## config.mk

```make
export PLATFORM = sky130hd
export DESIGN_NAME = saqfc_ctrl
export DESIGN_NICKNAME = d
export VERILOG_FILES = /design/src/rtl/saqfc_pkg.sv /design/src/rtl/saqfc_line.sv /design/src/rtl/saqfc_nfifo.sv /design/src/rtl/saqfc_ctrl.sv
export SDC_FILE = /design/constraint.sdc
export NUM_CORES = 1
export LEC_CHECK = 0
export BUFFER_PORTS_ARGS = -buffer_cell sky130_fd_sc_hd__buf_2
export CORE_ASPECT_RATIO = 1.25
export CORE_UTILIZATION = 35
export DETAILED_ROUTE_END_ITERATION = 10
export GPL_TIMING_DRIVEN = 0
export PLACE_DENSITY = 0.62
export SYNTH_ARGS = -nofsm -noshare
export SYNTH_HDL_FRONTEND = slang
export SYNTH_SLANG_ARGS = --single-unit
```

## constraint.sdc

```tcl
create_clock -name clk -period 7.61 [get_ports clk]
set_input_delay 0.761 -clock clk [delete_from_list [all_inputs] [get_ports clk]]
set_output_delay 0.761 -clock clk [all_outputs]
set_load 0.005 [all_outputs]
```

## src/rtl/saqfc_pkg.sv

```systemverilog
package saqfc_pkg;

    // Per-line life cycle of a set-aside queue entry
    typedef enum logic [1:0] {
        LN_FREE = 2'd0,
        LN_RUN  = 2'd1,
        LN_HALT = 2'd2
    } ln_state_e;

endpackage

```

## src/rtl/saqfc_line.sv

```systemverilog
module saqfc_line
    import saqfc_pkg::*;
#(
    parameter int KEY_W = 8
) (
    input  logic             clk,
    input  logic             rst_n,
    input  logic             alloc_run,
    input  logic             alloc_halt,
    input  logic             set_stop,
    input  logic             clr_stop,
    input  logic             set_sent,
    input  logic             clr_sent,
    input  logic             release_i,
    input  logic [KEY_W-1:0] key_in,
    output logic             is_valid,
    output logic             is_stopped,
    output logic             sent,
    output logic [KEY_W-1:0] key
);

    ln_state_e        state_q, state_d;
    logic             sent_q;
    logic [KEY_W-1:0] key_q;
    logic             claim;

    assign claim = (state_q == LN_FREE) && (alloc_run || alloc_halt);

    // next-state
    always_comb begin
        state_d = state_q;
        unique case (state_q)
            LN_FREE: begin
                if (alloc_halt)     state_d = LN_HALT;
                else if (alloc_run) state_d = LN_RUN;
            end
            LN_RUN: begin
                if (release_i)     state_d = LN_FREE;
                else if (set_stop) state_d = LN_HALT;
            end
            LN_HALT: begin
                if (clr_stop) state_d = LN_RUN;
            end
            default: state_d = LN_FREE;
        endcase
    end

    // state register
    always_ff @(posedge clk) begin
        if (!rst_n) state_q <= LN_FREE;
        else        state_q <= state_d;
    end

    // key and stop-sent flag
    always_ff @(posedge clk) begin
        if (!rst_n) begin
            sent_q <= 1'b0;
            key_q  <= '0;
        end else begin
            if (claim) key_q <= key_in;
            if (claim || release_i) sent_q <= 1'b0;
            else if (set_sent)      sent_q <= 1'b1;
            else if (clr_sent)      sent_q <= 1'b0;
        end
    end

    // outputs
    always_comb begin
        is_valid   = 1'b0;
        is_stopped = 1'b0;
        unique case (state_q)
            LN_FREE: ;
            LN_RUN:  is_valid = 1'b1;
            LN_HALT: begin
                is_valid   = 1'b1;
                is_stopped = 1'b1;
            end
            default: ;
        endcase
    end

    assign sent = sent_q;
    assign key  = key_q;

endmodule

```

## src/rtl/saqfc_nfifo.sv

```systemverilog
module saqfc_nfifo #(
    parameter int W     = 9,
    parameter int DEPTH = 4,
    localparam int PTR_W = $clog2(DEPTH),
    localparam int LVL_W = $clog2(DEPTH + 1)
) (
    input  logic             clk,
    input  logic             rst_n,
    input  logic             push_a,
    input  logic [W-1:0]     data_a,
    input  logic             push_b,
    input  logic [W-1:0]     data_b,
    input  logic             pop,
    output logic             head_valid,
    output logic [W-1:0]     head_data,
    output logic [LVL_W-1:0] level
);

    logic [W-1:0]     mem_q [DEPTH];
    logic [PTR_W-1:0] wr_q, rd_q;
    logic [LVL_W-1:0] lvl_q;

    always_ff @(posedge clk) begin
        if (push_a) mem_q[wr_q] <= data_a;
        if (push_b) mem_q[wr_q + PTR_W'(1)] <= data_b;
    end

    always_ff @(posedge clk) begin
        if (!rst_n) begin
            wr_q  <= '0;
            rd_q  <= '0;
            lvl_q <= '0;
        end else begin
            wr_q  <= wr_q + PTR_W'(push_a) + PTR_W'(push_b);
            if (pop) rd_q <= rd_q + PTR_W'(1);
            lvl_q <= lvl_q + LVL_W'(push_a) + LVL_W'(push_b) - LVL_W'(pop);
        end
    end

    assign head_valid = (lvl_q != '0);
    assign head_data  = mem_q[rd_q];
    assign level      = lvl_q;

endmodule

```

## src/rtl/saqfc_ctrl.sv

```systemverilog
module saqfc_ctrl #(
    parameter int NLINES   = 4,
    parameter int KEY_W    = 8,
    parameter int CNT_W    = 7,
    parameter int XOFF_TH  = 10,
    parameter int XON_TH   = 5,
    parameter int NQ_DEPTH = 4,
    localparam int IDX_W = $clog2(NLINES),
    localparam int LVL_W = $clog2(NQ_DEPTH + 1),
    localparam int ENT_W = KEY_W + 1
) (
    input  logic              clk,
    input  logic              rst_n,
    input  logic              mv_valid,
    input  logic              mv_dst_saq,
    input  logic [IDX_W-1:0]  mv_dst_idx,
    input  logic [CNT_W-1:0]  mv_dst_cnt,
    input  logic              mv_src_saq,
    input  logic [IDX_W-1:0]  mv_src_idx,
    input  logic [CNT_W-1:0]  mv_src_cnt,
    input  logic              loc_valid,
    input  logic              loc_is_xon,
    input  logic [KEY_W-1:0]  loc_key,
    input  logic              alloc_valid,
    input  logic [KEY_W-1:0]  alloc_key,
    input  logic              dl_valid,
    input  logic [IDX_W-1:0]  dl_idx,
    input  logic              nt_ready,
    output logic [NLINES-1:0] line_valid,
    output logic [NLINES-1:0] line_stop,
    output logic              nt_valid,
    output logic              nt_xon,
    output logic [KEY_W-1:0]  nt_key
);

    logic [NLINES-1:0] ln_valid, ln_stop, ln_sent;
    logic [KEY_W-1:0]  ln_key [NLINES];
    logic [NLINES-1:0] loc_hit, alloc_hit;
    logic              free_any;
    logic [IDX_W-1:0]  free_idx;
    logic [LVL_W-1:0]  fq_level, room;
    logic              xoff_cond, xon_cond, xoff_go, xon_go;
    logic              dl_go, dl_xon, loc_new, al_go;
    logic              push_a, push_b, pop;
    logic [ENT_W-1:0]  data_a, data_b, head;

    // key compare per line
    for (genvar i = 0; i < NLINES; i++) begin : g_hit
        assign loc_hit[i]   = ln_valid[i] && (ln_key[i] == loc_key);
        assign alloc_hit[i] = ln_valid[i] && (ln_key[i] == alloc_key);
    end

    // lowest-numbered free line
    always_comb begin
        free_any = 1'b0;
        free_idx = '0;
        for (int i = NLINES - 1; i >= 0; i--) begin
            if (!ln_valid[i]) begin
                free_any = 1'b1;
                free_idx = IDX_W'(i);
            end
        end
    end

    assign room = LVL_W'(NQ_DEPTH) - fq_level;

    // hysteresis checks on a packet move
    assign xoff_cond = mv_valid && mv_dst_saq && ln_valid[mv_dst_idx]
                    && !ln_sent[mv_dst_idx] && (mv_dst_cnt > CNT_W'(XOFF_TH));
    assign xon_cond  = mv_valid && mv_src_saq && ln_valid[mv_src_idx]
                    && ln_sent[mv_src_idx] && (mv_src_cnt < CNT_W'(XON_TH));
    assign xoff_go   = xoff_cond && (room != '0);
    assign xon_go    = xon_cond && (room >= (xoff_go ? LVL_W'(2) : LVL_W'(1)));

    // release, local notice, allocate
    assign dl_go   = dl_valid && !mv_valid && !loc_valid && ln_valid[dl_idx]
                  && !ln_stop[dl_idx] && (!ln_sent[dl_idx] || (room != '0));
    assign dl_xon  = dl_go && ln_sent[dl_idx];
    assign loc_new = loc_valid && !loc_is_xon && !(|loc_hit) && free_any;
    assign al_go   = alloc_valid && !loc_valid && !(|alloc_hit) && free_any;

    // notice queue entries: {is_xon, key}
    always_comb begin
        push_a = xoff_go || xon_go || dl_xon;
        push_b = xoff_go && xon_go;
        data_b = {1'b1, ln_key[mv_src_idx]};
        if (xoff_go)     data_a = {1'b0, ln_key[mv_dst_idx]};
        else if (xon_go) data_a = {1'b1, ln_key[mv_src_idx]};
        else             data_a = {1'b1, ln_key[dl_idx]};
    end

    for (genvar i = 0; i < NLINES; i++) begin : g_line
        saqfc_line #(.KEY_W(KEY_W)) u_line (
            .clk        (clk),
            .rst_n      (rst_n),
            .alloc_run  (al_go && (free_idx == IDX_W'(i))),
            .alloc_halt (loc_new && (free_idx == IDX_W'(i))),
            .set_stop   (loc_valid && !loc_is_xon && loc_hit[i]),
            .clr_stop   (loc_valid && loc_is_xon && loc_hit[i]),
            .set_sent   (xoff_go && (mv_dst_idx == IDX_W'(i))),
            .clr_sent   (xon_go && (mv_src_idx == IDX_W'(i))),
            .release_i  (dl_go && (dl_idx == IDX_W'(i))),
            .key_in     (loc_new ? loc_key : alloc_key),
            .is_valid   (ln_valid[i]),
            .is_stopped (ln_stop[i]),
            .sent       (ln_sent[i]),
            .key        (ln_key[i])
        );
    end

    assign pop = nt_ready && nt_valid;

    saqfc_nfifo #(.W(ENT_W), .DEPTH(NQ_DEPTH)) u_nq (
        .clk        (clk),
        .rst_n      (rst_n),
        .push_a     (push_a),
        .data_a     (data_a),
        .push_b     (push_b),
        .data_b     (data_b),
        .pop        (pop),
        .head_valid (nt_valid),
        .head_data  (head),
        .level      (fq_level)
    );

    assign nt_xon     = head[KEY_W];
    assign nt_key     = head[KEY_W-1:0];
    assign line_valid = ln_valid;
    assign line_stop  = ln_stop;

endmodule

```

# Yosys cells after proc, flatten, opt, wreduce, memory -nomap -nowiden

Memory sizes are Yosys's and may differ from the RTL's. A register that Yosys moved wholly into a read port is not among the register bits.
Index checks and enable logic that the tools add are counted.
Widths: inputs -> output; s select.

Bits in registers: 51
Output and inout port bits: 18
Input bits: 46
Logic and storage cells: 270
Memories: 1
Bits in writable memories: 36

Memory list:

| memory     | depth | bits a word | read ports | clocked after Yosys merged registers in | wr ports | RTL line          | RTL |
|---|---|---|---|---|---|---|---|
| u_nq.mem_q | 4     | 9           | 1          | 1                                       | 2        | saqfc_nfifo.sv:19 | `logic [W-1:0] mem_q [DEPTH];` |

Bitwise logic cells: 4
Reductions and logical operators: 112
Magnitude comparators: 9
Multiplexer cells: 81
Equality and inequality tests: 40
Add/sub/neg operators: 8

Operators with widths:

| operator           | count |
|---|---|
| $logic_and 1x1->1  | 65 |
| $eq 8x8->1         | 8 |
| $mux 8             | 8 |
| $mux 2             | 27 |
| $bmux 8 s2         | 3 |
| $mux 1             | 31 |
| $eq 2x2->1 const B | 12 |
| $ne 3x1->1 const B | 8 |
| $pmux 2 s3         | 4 |
| $eq 2x1->1 const B | 8 |
| $logic_not 2->1    | 8 |
| $reduce_or 2->1    | 8 |
| $bmux 1 s2         | 7 |
| $reduce_and 3->1   | 4 |
| $logic_or 1x1->1   | 11 |
| $ge 3x3->1 const B | 3 |
| $lt 2x3->1 const B | 3 |
| $mux 9             | 1 |
| $not 2->3          | 3 |
| $logic_not 1->1    | 8 |
| $ne 2x1->1 const B | 4 |
| $reduce_bool 2->1  | 4 |
| $reduce_or 4->1    | 2 |
| $gt 7x4->1 const B | 1 |
| 9 further kinds    | 13 |

# Depth between registers and ports, before layout

Gate-level depths: netlist of the first run.

Depth after elaboration: 17
Mapped depth: 21
Mapped depth without buffers: 18

# Hierarchy

From an unflattened synthesis of the first run, not the netlist that was laid out.

Cells, all modules: 589
Area, all modules: 6,545.0 um^2

By module, submodules not included:

| module      | area an instance (um^2) | times used | sequential area each (um^2) | cells an instance |
|---|---|---|---|---|
| saqfc_ctrl  | 2,290.9                 | 1          | 0.0                         | 256 |
| saqfc_nfifo | 2,182.1                 | 1          | 1,261.2                     | 129 |
| saqfc_line  | 518.0                   | 4          | 220.2                       | 51 |

# Least setup slack after synthesis of the first run

Ideal clock, no wire load.

Path type: register to register
Start: register g_line[1].u_line.state_q[0]
End: register u_nq.lvl_q[1], in the netlist u_nq.level[1]
Data required time: 7.495 ns
Arrival time: 4.817 ns
Setup time: 0.115 ns
Setup slack: 2.678 ns
Clock period less this slack: 4.932 ns
Path buffers: 3
Stages on the path, launching flop included: 21
Cells stage by stage: dfxtp_1 -> inv_1 -> ha_1 -> buf_2 -> nand2b_1 -> mux4_2 -> nor4_4 -> inv_2 -> buf_1 -> ha_1 -> nand2b_1 -> a21oi_1 -> or4_1 -> clkbuf_1 -> nor3_4 -> inv_2 -> ha_1 -> fa_1 -> inv_1 -> fa_1 -> and2_1

Word-level cells in the longest chain between the ends: 17
Elaborated cells on any way between the ends: 34
Classes of those cells: add/sub: 3; order compare: 1; eq/ne: 2; mux: 11; reduce/logical: 17

RTL lines:

| what                                            | RTL line          | RTL |
|---|---|---|
| from (decl)                                     | saqfc_line.sv:22  | `ln_state_e state_q, state_d;` |
| from (signal assigned)                          | saqfc_line.sv:51  | `else state_q <= state_d;` |
| $eq 2x1->1 / $eq 2x2->1 (equally long branches) | saqfc_line.sv:71  | `unique case (state_q)` |
| $reduce_or 2->1 (no source line) (*)            | --                |  |
| $mux 1 (*)                                      | saqfc_line.sv:71  |  |
| via g_line[1].u_line.is_valid                   | saqfc_line.sv:16  | `output logic is_valid,` |
| $bmux 1 s2                                      | saqfc_ctrl.sv:68  | `assign xoff_cond = mv_valid && mv_dst_saq && ln_valid[mv_dst_idx]` |
| $mux 1 (implied by the code)                    | saqfc_ctrl.sv:68  |  |
| $logic_and 1x1->1                               | saqfc_ctrl.sv:68  |  |
| $logic_and 1x1->1 (2 in a row)                  | saqfc_ctrl.sv:69  | `&& !ln_sent[mv_dst_idx] && (mv_dst_cnt > CNT_W'(XOFF_TH));` |
| $logic_and 1x1->1                               | saqfc_ctrl.sv:72  | `assign xoff_go = xoff_cond && (room != '0);` |
| $mux 2                                          | saqfc_ctrl.sv:73  | `assign xon_go = xon_cond && (room >= (xoff_go ? LVL_W'(2) : LVL_W'(1)));` |
| $ge 3x2->1                                      | saqfc_ctrl.sv:73  |  |
| $logic_and 1x1->1                               | saqfc_ctrl.sv:73  |  |
| $logic_or 1x1->1 (2 in a row)                   | saqfc_ctrl.sv:84  | `push_a = xoff_go \|\| xon_go \|\| dl_xon;` |
| $add 3x1->3                                     | saqfc_nfifo.sv:36 | `lvl_q <= lvl_q + LVL_W'(push_a) + LVL_W'(push_b) - LVL_W'(pop);` |
| $add 3x1->3 (*)                                 | saqfc_nfifo.sv:36 |  |
| $sub 3x1->3 (*)                                 | saqfc_nfifo.sv:36 |  |
| to (signal assigned)                            | saqfc_nfifo.sv:36 |  |
| to (decl)                                       | saqfc_nfifo.sv:21 | `logic [LVL_W-1:0] lvl_q;` |

The timed path passes the listed nets; every way through them passes the cells marked *. The select of a mux whose other input is x is not followed.
A chain may end at the register's enable or synchronous reset.

# Final worst setup path of the first run

Start: register g_line[1].u_line.state_q[1]
End: register u_nq.lvl_q[1], in the netlist u_nq.level[1]

The elaborated chain is that of the path after synthesis.

==> run_results.csv, run 1 <==
group,metric,value,unit
pwr,switching_share,39.7,%
sta,worst_pin_slew,0.968,ns
pwr,power.share.clock,23.8,%
clock_tree,insertion_delay,0.35,ns
layout,antenna_cells,0,
sta,period_needed,5.82,ns
sta,slew_violations,0,
clock_tree,clk_pin_slew_worst_paths,0.07,ns
setup_path,rrSetupSlack,1.79,ns
setup_path,worstSetupPathType,"flip-flop to flip-flop",
layout,syn_to_final_growth,12.5,%
flow_run,maxCapViolCount,0,
pwr,seqPwrFrac,33.6,%
grt,grtUsageTotal,20.6,%
worst_hold_path,hold_path.class,"flip-flop to flip-flop",
sta,hold_viol,0,
yosys,synth.area.top_cells,"dfxtp_1 (17%), edfxtp_1 (14%), mux4_2 (11%), xnor2_1 (6.1%), ha_1 (4.0%)",
clock_tree,clkSinkCount,89,
grt,grt_pass1_vias,6023,
clock_tree,cts-buffers-inserted,9,
yosys,syn_avg_cell_area,8.89,µm²
place,port_buffers,47,
grt,grt_pass1_wl,32800,µm
drt,drtAntennaViolNets,0,
die,dieArea,20200,µm²
pwr,p_int,1.16,mW
die,die_x,127,µm
clock_tree,ctsHoldBuffers,0,
drt,post-route-drc-count,0,
sta,whs,0.485,ns
setup_path,r2r-end,"u_nq.level[1]$_SDFF_PN0_",
yosys,synth-edff-count,32,
yosys,syn-cell-area,6880,µm²
layout,nNetsFinal,903,
yosys,ys_top_cells_by_count,"nand2_1 (67), inv_1 (66), dfxtp_1 (57)",
drt,drt_iter0_markers,496,
die,start_util,36.2,%
pwr,combPwrFrac,42.6,%
layout,seq_area,2100,µm²
die,coreArea,19000,µm²
clock_tree,cts_setup_buffers,0,
layout,final_core_utilization,40.8,%
yosys,syn-num-nets,845,
setup_path,ff2ff_path_depth,20,
yosys,synth_cell_types,70,
setup_path,crit_path_end,"u_nq.level[1]$_SDFF_PN0_",
sta,max_freq,172,MHz
place,dp_hpwl,16200,µm
pwr,switchingPower,764,µW
yosys,yosysWarnings,0,
clock_tree,cts-resized-gates,0,
pwr,vdd_drop_max,110,µV
yosys,synth-seq-area-share,30.6,%
drt,drt_wl_total,20100,µm
layout,drive_gt1_share,16.7,%
yosys,synth.top_cell.area_share,16.6,%
run_status,status,"complete, no violations",
drt,viasPerCell,5.57,
yosys,async_flop_share,0,%
grt,antenna_found_initial,0,
yosys,yosysMostFrequentCell,"nand2_1",
setup_path,end_kind,"flip-flop",
sta,clock_skew,0.0106,ns
setup_path,reg2reg_from,"g_line[1].u_line.state_q[1]$_SDFFE_PN0P_",
pwr,powerDensity,248,nW/µm²
sta,slew_headroom,34.9,%
sta,min_period_over_period,76.4,%
setup_path,required,7.86,ns
layout,n_fill_cell,1949,
drt,vias,6114,
die,io_pins,64,
drt,drt-wirelength-per-cell,18.3,µm
sta,tns,0,ns
yosys,synth_seq_cells,89,
grt,grt_max_degree,18,
sta,rsz0062_at_grt,"false",
setup_path,critPathLaunchType,"flip-flop",
yosys,synth_ff_type,"dfxtp_1",
clock_tree,root_buffer,"clkbuf_16",
yosys,yosys.area.top_type,"dfxtp_1",
clock_tree,h-tree-depth,3,
yosys,syn_inst,774,
die,rows,56,
pwr,p_total,1.92,mW
grt,gr-total-overflow,0,
place,gp_congestion,0.930,
layout,multi_input_area,4210,µm²
setup_path,critPathArrivalTime,6.06,ns
setup_path,cp-startpoint,"g_line[1].u_line.state_q[1]$_SDFFE_PN0P_",
setup_path,worstPathMaxFanout,11,
pwr,leakagePower,2.58,nW
clock_tree,cts_tree,"yes",
sta,setup_viol,0,
die,die_h,159,µm
clock_tree,cts_buffer_depth,2,
drt,firstDrtPassIters,5,
==> how the worst min path moves through the flow <==
stage                             startpoint  cells past startpoint                            end  slack, ns
6_report       u_nq.mem_q[1][8]$_SDFFE_PP1P_                      2  u_nq.mem_q[1][8]$_SDFFE_PP1P_       0.49
4_1_cts        u_nq.mem_q[1][8]$_SDFFE_PP1P_                      2  u_nq.mem_q[1][8]$_SDFFE_PP1P_       0.49
3_3_place_gp   u_nq.mem_q[1][8]$_SDFFE_PP1P_                      2  u_nq.mem_q[1][8]$_SDFFE_PP1P_       0.47
3_5_place_dp   u_nq.mem_q[1][8]$_SDFFE_PP1P_                      2  u_nq.mem_q[1][8]$_SDFFE_PP1P_       0.48
2_1_floorplan  u_nq.mem_q[1][8]$_SDFFE_PP1P_                      2  u_nq.mem_q[1][8]$_SDFFE_PP1P_       0.45
5_1_grt        u_nq.mem_q[1][8]$_SDFFE_PP1P_                      2  u_nq.mem_q[1][8]$_SDFFE_PP1P_       0.50
==> kinds of logic after synthesis <==
kind of cell / synth area share [%]
XOR/XNOR: 8.78
multiplexers: 12.2
AO/OA/AOI/OAI: 16.4
adder cells (fa/ha/maj): 4.87
flip-flops: 30.6
AND/OR/NAND/NOR: 19.0
buffers and inverters: 8.22
==> power groups by stage <==
stage	registers, mW	logic (mW)	clock network [mW]
2_1_floorplan	0.624	0.604	0
3_3_place_gp	0.648	0.811	0
3_5_place_dp	0.654	0.815	0
4_1_cts	0.643	0.820	0.464
5_1_grt	0.655	0.905	0.480
6_report	0.645	0.820	0.459
==> cell type report <==
type,instances,share of cell area [%]
Sequential cell,89,27.2
Multi-Input combinational cell,550,54.4
Buffer,65,3.91
Clock buffer,11,3.28
Tap cell,261,4.22
Timing Repair Buffer,47,3.04
Inverter,70,3.39
Clock inverter,5,0.582
==> cell usage in the layout, fill, tap and decap left out, types with 11 or more instances in the layout <==
| master | Yosys | final |
|---|---|---|
| ha_1 | 22 | 22 |
| nand2_1 | 67 | 67 |
| or3_1 | 12 | 12 |
| nor3_1 | 33 | 33 |
| nor2_1 | 22 | 22 |
| a21oi_1 | 32 | 32 |
| edfxtp_1 | 32 | 32 |
| mux4_2 | 34 | 34 |
| buf_2 | 23 | 70 |
| a211oi_1 | 17 | 17 |
| a31oi_1 | 11 | 11 |
| o21ai_1 | 37 | 37 |
| dfxtp_1 | 57 | 57 |
| xor2_1 | 21 | 21 |
| nand3_1 | 18 | 18 |
| nor4_1 | 40 | 40 |
| inv_1 | 66 | 66 |
| o21ai_0 | 15 | 15 |
| clkbuf_1 | 24 | 25 |
| xnor2_1 | 48 | 48 |
| nand2b_1 | 17 | 17 |
==> metrics by stage <==
step | std cells | setup slack [ns] | area (µm²)
floorplan | 774 | 2.68 | 6880
global placement | 1082 | 1.79 | 7440
detailed placement | 1082 | 1.79 | 7440
CTS | 1098 | 1.75 | 7740
global route | 1098 | 1.43 | 7740
finish | 1098 | 1.79 | 7740
==> registers in the layout, summed over array words and instances (netlist names), named ones only <==
signal,count
u_nq.wr_q,2
g_line.u_line.key,32
u_nq.mem_q,36
g_line.u_line.sent,4
u_nq.level,3
g_line.u_line.state_q,8
u_nq.rd_q,2
==> routing by layer <==
layer  global-route usage (%)  up-vias  part of all wire (%)
li1                         -     2944                     -
met3                     2.59       41                   4.3
met2                     36.7      205                    52
met5                        0        -                     0
met1                     24.6     2924                    41
met4                     8.87        0                   3.0
==> critical path, stage by stage, from the launching register on <==
cell and delay, ns:
dfxtp_1 0.43, inv_1 0.12, ha_1 0.38, buf_2 0.28, nand2b_1 0.08, mux4_2 0.48, nor4_4 0.31, inv_2 0.18
buf_1 0.33, ha_1 0.37, nand2b_1 0.09, a21oi_1 0.07, or4_1 0.55, clkbuf_1 0.26, nor3_4 0.42, inv_2 0.05
ha_1 0.29, fa_1 0.36, inv_1 0.07, fa_1 0.41, and2_1 0.16
Note: power is estimated with default switching activity, not from simulation.
==> run 2: changes to the inputs <==
==> constraint.sdc (replaced) <==
create_clock -name clk -period 6 [get_ports clk]
set_input_delay 0.6 -clock clk [delete_from_list [all_inputs] [get_ports clk]]
set_output_delay 0.6 -clock clk [all_outputs]
set_load 0.005 [all_outputs]
==> run_results.csv, run 2 (same netlist as run 1, synthesis figures left out) <==
group,metric,value,unit
sta,hold_viol,0,
clock_tree,ctsHoldBuffers,0,
layout,antenna_cells,0,
pwr,leakagePower,2.60,nW
grt,grt_pass1_vias,6023,
layout,final_core_utilization,40.9,%
sta,min_period_over_period,94.8,%
setup_path,worstPathMaxFanout,11,
setup_path,rrSetupSlack,0.31,ns
die,die_h,159,µm
layout,final_cell_mix,"buf_2 (70), nand2_1 (67), inv_1 (66)",
drt,vias,6138,
layout,seq_area,2100,µm²
setup_path,critPathArrivalTime,5.94,ns
sta,whs,0.487,ns
setup_path,worstSetupPathType,"flip-flop to flip-flop",
sta,tns,0,ns
clock_tree,insertion_delay,0.36,ns
layout,multi_input_area,4210,µm²
grt,antenna_found_initial,0,
drt,drt-wirelength-per-cell,18.3,µm
sta,max_freq,176,MHz
clock_tree,clk_pin_slew_worst_paths,0.07,ns
sta,setup_viol,0,
die,coreArea,19000,µm²
sta,slew_violations,0,
grt,grt_pass1_wl,32800,µm
clock_tree,cts_buffer_depth,2,
clock_tree,root_buffer,"clkbuf_16",
clock_tree,h-tree-depth,3,
clock_tree,cts_tree,"yes",
setup_path,end_kind,"flip-flop",
die,rows,56,
pwr,powerDensity,315,nW/µm²
setup_path,reg2reg_from,"g_line[1].u_line.state_q[1]$_SDFFE_PN0P_",
drt,drt_iter0_markers,488,
layout,regMostFlops,"u_nq.mem_q",
die,dieArea,20200,µm²
place,gp_congestion,0.930,
die,die_x,127,µm
setup_path,ff2ff_path_depth,20,
setup_path,critPathLaunchType,"flip-flop",
layout,n_fill_cell,1948,
layout,final_common_cell,"buf_2",
place,dp_hpwl,16200,µm
setup_path,required,6.25,ns
grt,gr-total-overflow,0,
sta,worst_pin_slew,0.927,ns
drt,post-route-drc-count,0,
drt,drtAntennaViolNets,0,
layout,drive_gt1_share,17.0,%
pwr,vdd_drop_max,139,µV
setup_path,crit_path_end,"u_nq.level[1]$_SDFF_PN0_",
layout,syn_to_final_growth,12.7,%
flow_run,maxCapViolCount,0,
sta,rsz0062_at_grt,"false",
clock_tree,cts-buffers-inserted,9,
worst_hold_path,hold_path.class,"flip-flop to flip-flop",
sta,period_needed,5.69,ns
drt,viasPerCell,5.58,
run_status,status,"complete, no violations",
setup_path,r2r-end,"u_nq.level[1]$_SDFF_PN0_",
layout,nNetsFinal,905,
grt,grt_max_degree,18,
sta,clock_skew,0.00935,ns
clock_tree,clkSinkCount,89,
die,start_util,36.2,%
sta,slew_headroom,37.7,%
die,io_pins,64,
layout,largest_reg_flops,36,
grt,grtUsageTotal,20.6,%
drt,drt_wl_total,20100,µm
place,port_buffers,47,
drt,firstDrtPassIters,6,
setup_path,cp-startpoint,"g_line[1].u_line.state_q[1]$_SDFFE_PN0P_",
-- run 2: cell count changes in the layout (fill, tap and decap cells not counted) --
cell,previous run,this run
clkbuf_2,0,1
buf_4,8,10
buf_1,10,9
-- run 2: area by class of cell --
cell class                      count  share of cell area [%]
Sequential cell                    89                    27.1
Buffer                             65                    3.92
Multi-Input combinational cell    550                    54.3
Inverter                           70                    3.39
Tap cell                          261                    4.21
Timing Repair Buffer               49                    3.23
Clock buffer                       11                    3.27
Clock inverter                      5                   0.581
-- run 2: how the worst min path moves through the flow --
stage                                  startpoint  depth (start not counted)                       endpoint
floorplan           u_nq.mem_q[1][8]$_SDFFE_PP1P_                          2  u_nq.mem_q[1][8]$_SDFFE_PP1P_
global placement    u_nq.mem_q[1][8]$_SDFFE_PP1P_                          2  u_nq.mem_q[1][8]$_SDFFE_PP1P_
detailed placement  u_nq.mem_q[1][8]$_SDFFE_PP1P_                          2  u_nq.mem_q[1][8]$_SDFFE_PP1P_
CTS                 u_nq.mem_q[1][8]$_SDFFE_PP1P_                          2  u_nq.mem_q[1][8]$_SDFFE_PP1P_
global route        u_nq.mem_q[1][8]$_SDFFE_PP1P_                          2  u_nq.mem_q[1][8]$_SDFFE_PP1P_
finish              u_nq.mem_q[1][8]$_SDFFE_PP1P_                          2  u_nq.mem_q[1][8]$_SDFFE_PP1P_
-- run 2: repair_timing --
action	CTS	global route
endpoints found under the setup margin	0	2
gates resized for setup	0	1
buffers inserted	0	2
hold endpoints to repair	0	0
-- run 2: critical path: stages (launching register included) --
cell      delay, ns
dfxtp_1        0.44
inv_1          0.12
ha_1           0.40
buf_2          0.28
nand2b_1       0.08
mux4_2         0.48
nor4_4         0.32
inv_2          0.18
clkbuf_2       0.28
ha_1           0.32
nand2b_1       0.09
a21oi_1        0.07
or4_1          0.55
clkbuf_1       0.26
nor3_4         0.37
inv_2          0.05
ha_1           0.28
fa_1           0.36
inv_1          0.07
fa_1           0.41
and2_1         0.16
-- run 2: where the power goes --
part	switching (mW)	internal (mW)
clock network	0.268	0.314
logic	0.586	0.452
registers	0.115	0.704
total	0.969	1.47
-- run 2: stage by stage --
step	setup WS (ns)	cell area (µm²)	power, mW	cells
after floorplan	1.07	6880	1.56	774
after global placement	0.178	7440	1.85	1082
after detailed placement	0.185	7440	1.86	1082
after CTS	0.143	7740	2.44	1098
after global routing	0.00133	7760	2.59	1100
final	0.310	7760	2.44	1100
-- run 2: layer usage --
metal | GRT usage (%) | share of wire, % | up-vias
li1 | - | - | 2947
met1 | 24.6 | 40 | 2935
met2 | 36.7 | 52 | 212
met3 | 2.59 | 4.4 | 44
met4 | 8.87 | 3.2 | 0
met5 | 0 | 0 | -
==> run 3: changes to the inputs <==
--- a/config.mk
+++ b/config.mk
@@ -6,7 +6,6 @@
 export NUM_CORES = 1
 export LEC_CHECK = 0
 export BUFFER_PORTS_ARGS = -buffer_cell sky130_fd_sc_hd__buf_2
-export CORE_ASPECT_RATIO = 1.25
 export CORE_UTILIZATION = 35
 export DETAILED_ROUTE_END_ITERATION = 10
 export GPL_TIMING_DRIVEN = 0
==> run_results.csv, run 3 (same netlist as run 1, synthesis figures left out) <==
group,metric,value,unit
setup_path,required,6.26,ns
grt,gr-total-overflow,0,
clock_tree,cts_buffer_depth,2,
die,io_pins,64,
drt,drt-wirelength-per-cell,18.4,µm
drt,viasPerCell,5.53,
clock_tree,cts_tree,"yes",
die,dieArea,20200,µm²
clock_tree,root_buffer,"clkbuf_16",
setup_path,rrSetupSlack,0.41,ns
layout,final_common_cell,"buf_2",
clock_tree,clk_pin_slew_worst_paths,0.07,ns
worst_hold_path,worstHoldPathCells,2,
run_status,status,"complete, no violations",
setup_path,r2r-end,"u_nq.level[1]$_SDFF_PN0_",
layout,nNetsFinal,906,
drt,firstDrtPassIters,5,
layout,syn_to_final_growth,12.6,%
sta,tns,0,ns
pwr,powerDensity,313,nW/µm²
die,coreArea,19000,µm²
layout,multi_input_area,4210,µm²
sta,period_needed,5.59,ns
clock_tree,clkSinkCount,89,
grt,grtUsageTotal,20.6,%
pwr,leakagePower,2.59,nW
grt,grt_pass1_vias,5745,
place,gp_congestion,0.958,
grt,grt_max_degree,17,
sta,setup_viol,0,
grt,grt_pass1_wl,31800,µm
die,rows,50,
flow_run,maxCapViolCount,0,
setup_path,worstPathMaxFanout,11,
worst_hold_path,hp-start,"u_nq.mem_q[1][8]$_SDFFE_PP1P_",
setup_path,critPathLaunchType,"flip-flop",
clock_tree,cts-buffers-inserted,9,
layout,antenna_cells,0,
layout,seq_area,2100,µm²
sta,rsz0062_at_grt,"false",
layout,final_core_utilization,40.9,%
worst_hold_path,min_to,"u_nq.mem_q[1][8]$_SDFFE_PP1P_",
drt,vias,6088,
layout,fin_area,7740,µm²
worst_hold_path,hold_path.class,"flip-flop to flip-flop",
drt,drtAntennaViolNets,0,
sta,hold_viol,0,
sta,slew_violations,0,
setup_path,ff2ff_path_depth,20,
layout,final_cell_mix,"buf_2 (70), nand2_1 (67), inv_1 (66)",
sta,clock_skew,0.00630,ns
layout,n_fill_cell,1913,
sta,min_period_over_period,93.2,%
layout,regMostFlops,"u_nq.mem_q",
setup_path,worstSetupPathType,"flip-flop to flip-flop",
sta,worst_pin_slew,0.883,ns
die,die_h,142,µm
setup_path,end_kind,"flip-flop",
die,die_x,142,µm
clock_tree,h-tree-depth,3,
pwr,vdd_drop_max,142,µV
sta,slew_headroom,40.6,%
drt,post-route-drc-count,0,
layout,largest_reg_flops,36,
setup_path,critPathArrivalTime,5.85,ns
drt,drt_wl_total,20200,µm
sta,whs,0.496,ns
place,port_buffers,47,
layout,drive_gt1_share,17.1,%
drt,drt_iter0_markers,496,
clock_tree,ctsHoldBuffers,0,
sta,max_freq,179,MHz
setup_path,reg2reg_from,"g_line[1].u_line.state_q[0]$_SDFFE_PN0P_",
place,dpl-instance-area,7440,µm²
die,start_util,36.3,%
grt,antenna_found_initial,0,
clock_tree,insertion_delay,0.36,ns
place,dp_hpwl,15700,µm
run 3: cell count changes in the layout (fill, tap and decap cells not counted):
cell,change
clkbuf_16,-1
inv_6,-1
buf_4,+1
clkinvlp_4,+2
run 3: area by class of cell:
class | count | area share, %
buffer | 65 | 3.93
clock buffer | 10 | 2.96
clock inverter | 6 | 0.662
inverter | 70 | 3.39
multi-input combinational | 550 | 54.4
sequential | 89 | 27.1
tap | 260 | 4.20
timing repair buffer | 50 | 3.33
run 3: stage by stage:
stage	setup slack [ns]	cells	power (mW)
5_1_grt	0.0633	1100	2.57
3_3_place_gp	0.223	1081	1.84
3_5_place_dp	0.260	1081	1.86
2_1_floorplan	1.07	774	1.56
4_1_cts	0.235	1097	2.42
6_report	0.407	1100	2.43
run 3: worst max path at each step:
stage | startpoint | to | slack, ns | cells past startpoint
after floorplan | g_line[1].u_line.state_q[0]$_SDFFE_PN0P_ | u_nq.level[1]$_SDFF_PN0_ | 1.07 | 20
after global placement | g_line[1].u_line.state_q[1]$_SDFFE_PN0P_ | u_nq.level[1]$_SDFF_PN0_ | 0.22 | 20
after detailed placement | g_line[1].u_line.state_q[1]$_SDFFE_PN0P_ | u_nq.level[1]$_SDFF_PN0_ | 0.26 | 20
after CTS | g_line[1].u_line.state_q[1]$_SDFFE_PN0P_ | u_nq.level[1]$_SDFF_PN0_ | 0.24 | 20
after global routing | g_line[1].u_line.state_q[0]$_SDFFE_PN0P_ | u_nq.level[1]$_SDFF_PN0_ | 0.06 | 20
final | g_line[1].u_line.state_q[0]$_SDFFE_PN0P_ | u_nq.level[1]$_SDFF_PN0_ | 0.41 | 20
run 3: metal layers:
| metal | routed length [µm] | global-route usage (%) | share of wire, % |
|---|---|---|---|
| met1 | 9090 | 28.5 | 45 |
| met2 | 9400 | 32.9 | 47 |
| met3 | 1340 | 3.13 | 6.6 |
| met4 | 374 | 6.51 | 1.9 |
| met5 | 0 | 0 | 0 |
run 3: power by group:
group	internal, mW	switching (mW)
combinational	0.454	0.589
sequential	0.704	0.119
clock	0.287	0.273
run 3: critical path, cell delays in order (launching register included):
cell and delay, ns:
dfxtp_1 0.44, inv_1 0.10, ha_1 0.39, buf_2 0.27, nand2b_1 0.08, mux4_2 0.48
nor4_4 0.32, inv_2 0.18, clkbuf_2 0.27, ha_1 0.32, nand2b_1 0.09, a21oi_1 0.07
or4_1 0.54, clkbuf_1 0.24, nor3_4 0.36, inv_2 0.05, ha_1 0.28, fa_1 0.36
inv_1 0.07, fa_1 0.41, and2_1 0.16
run 3: what timing repair did:
action	CTS	global route
setup buffers	0	3
gates resized for setup	0	1
endpoints found under the setup margin	0	1
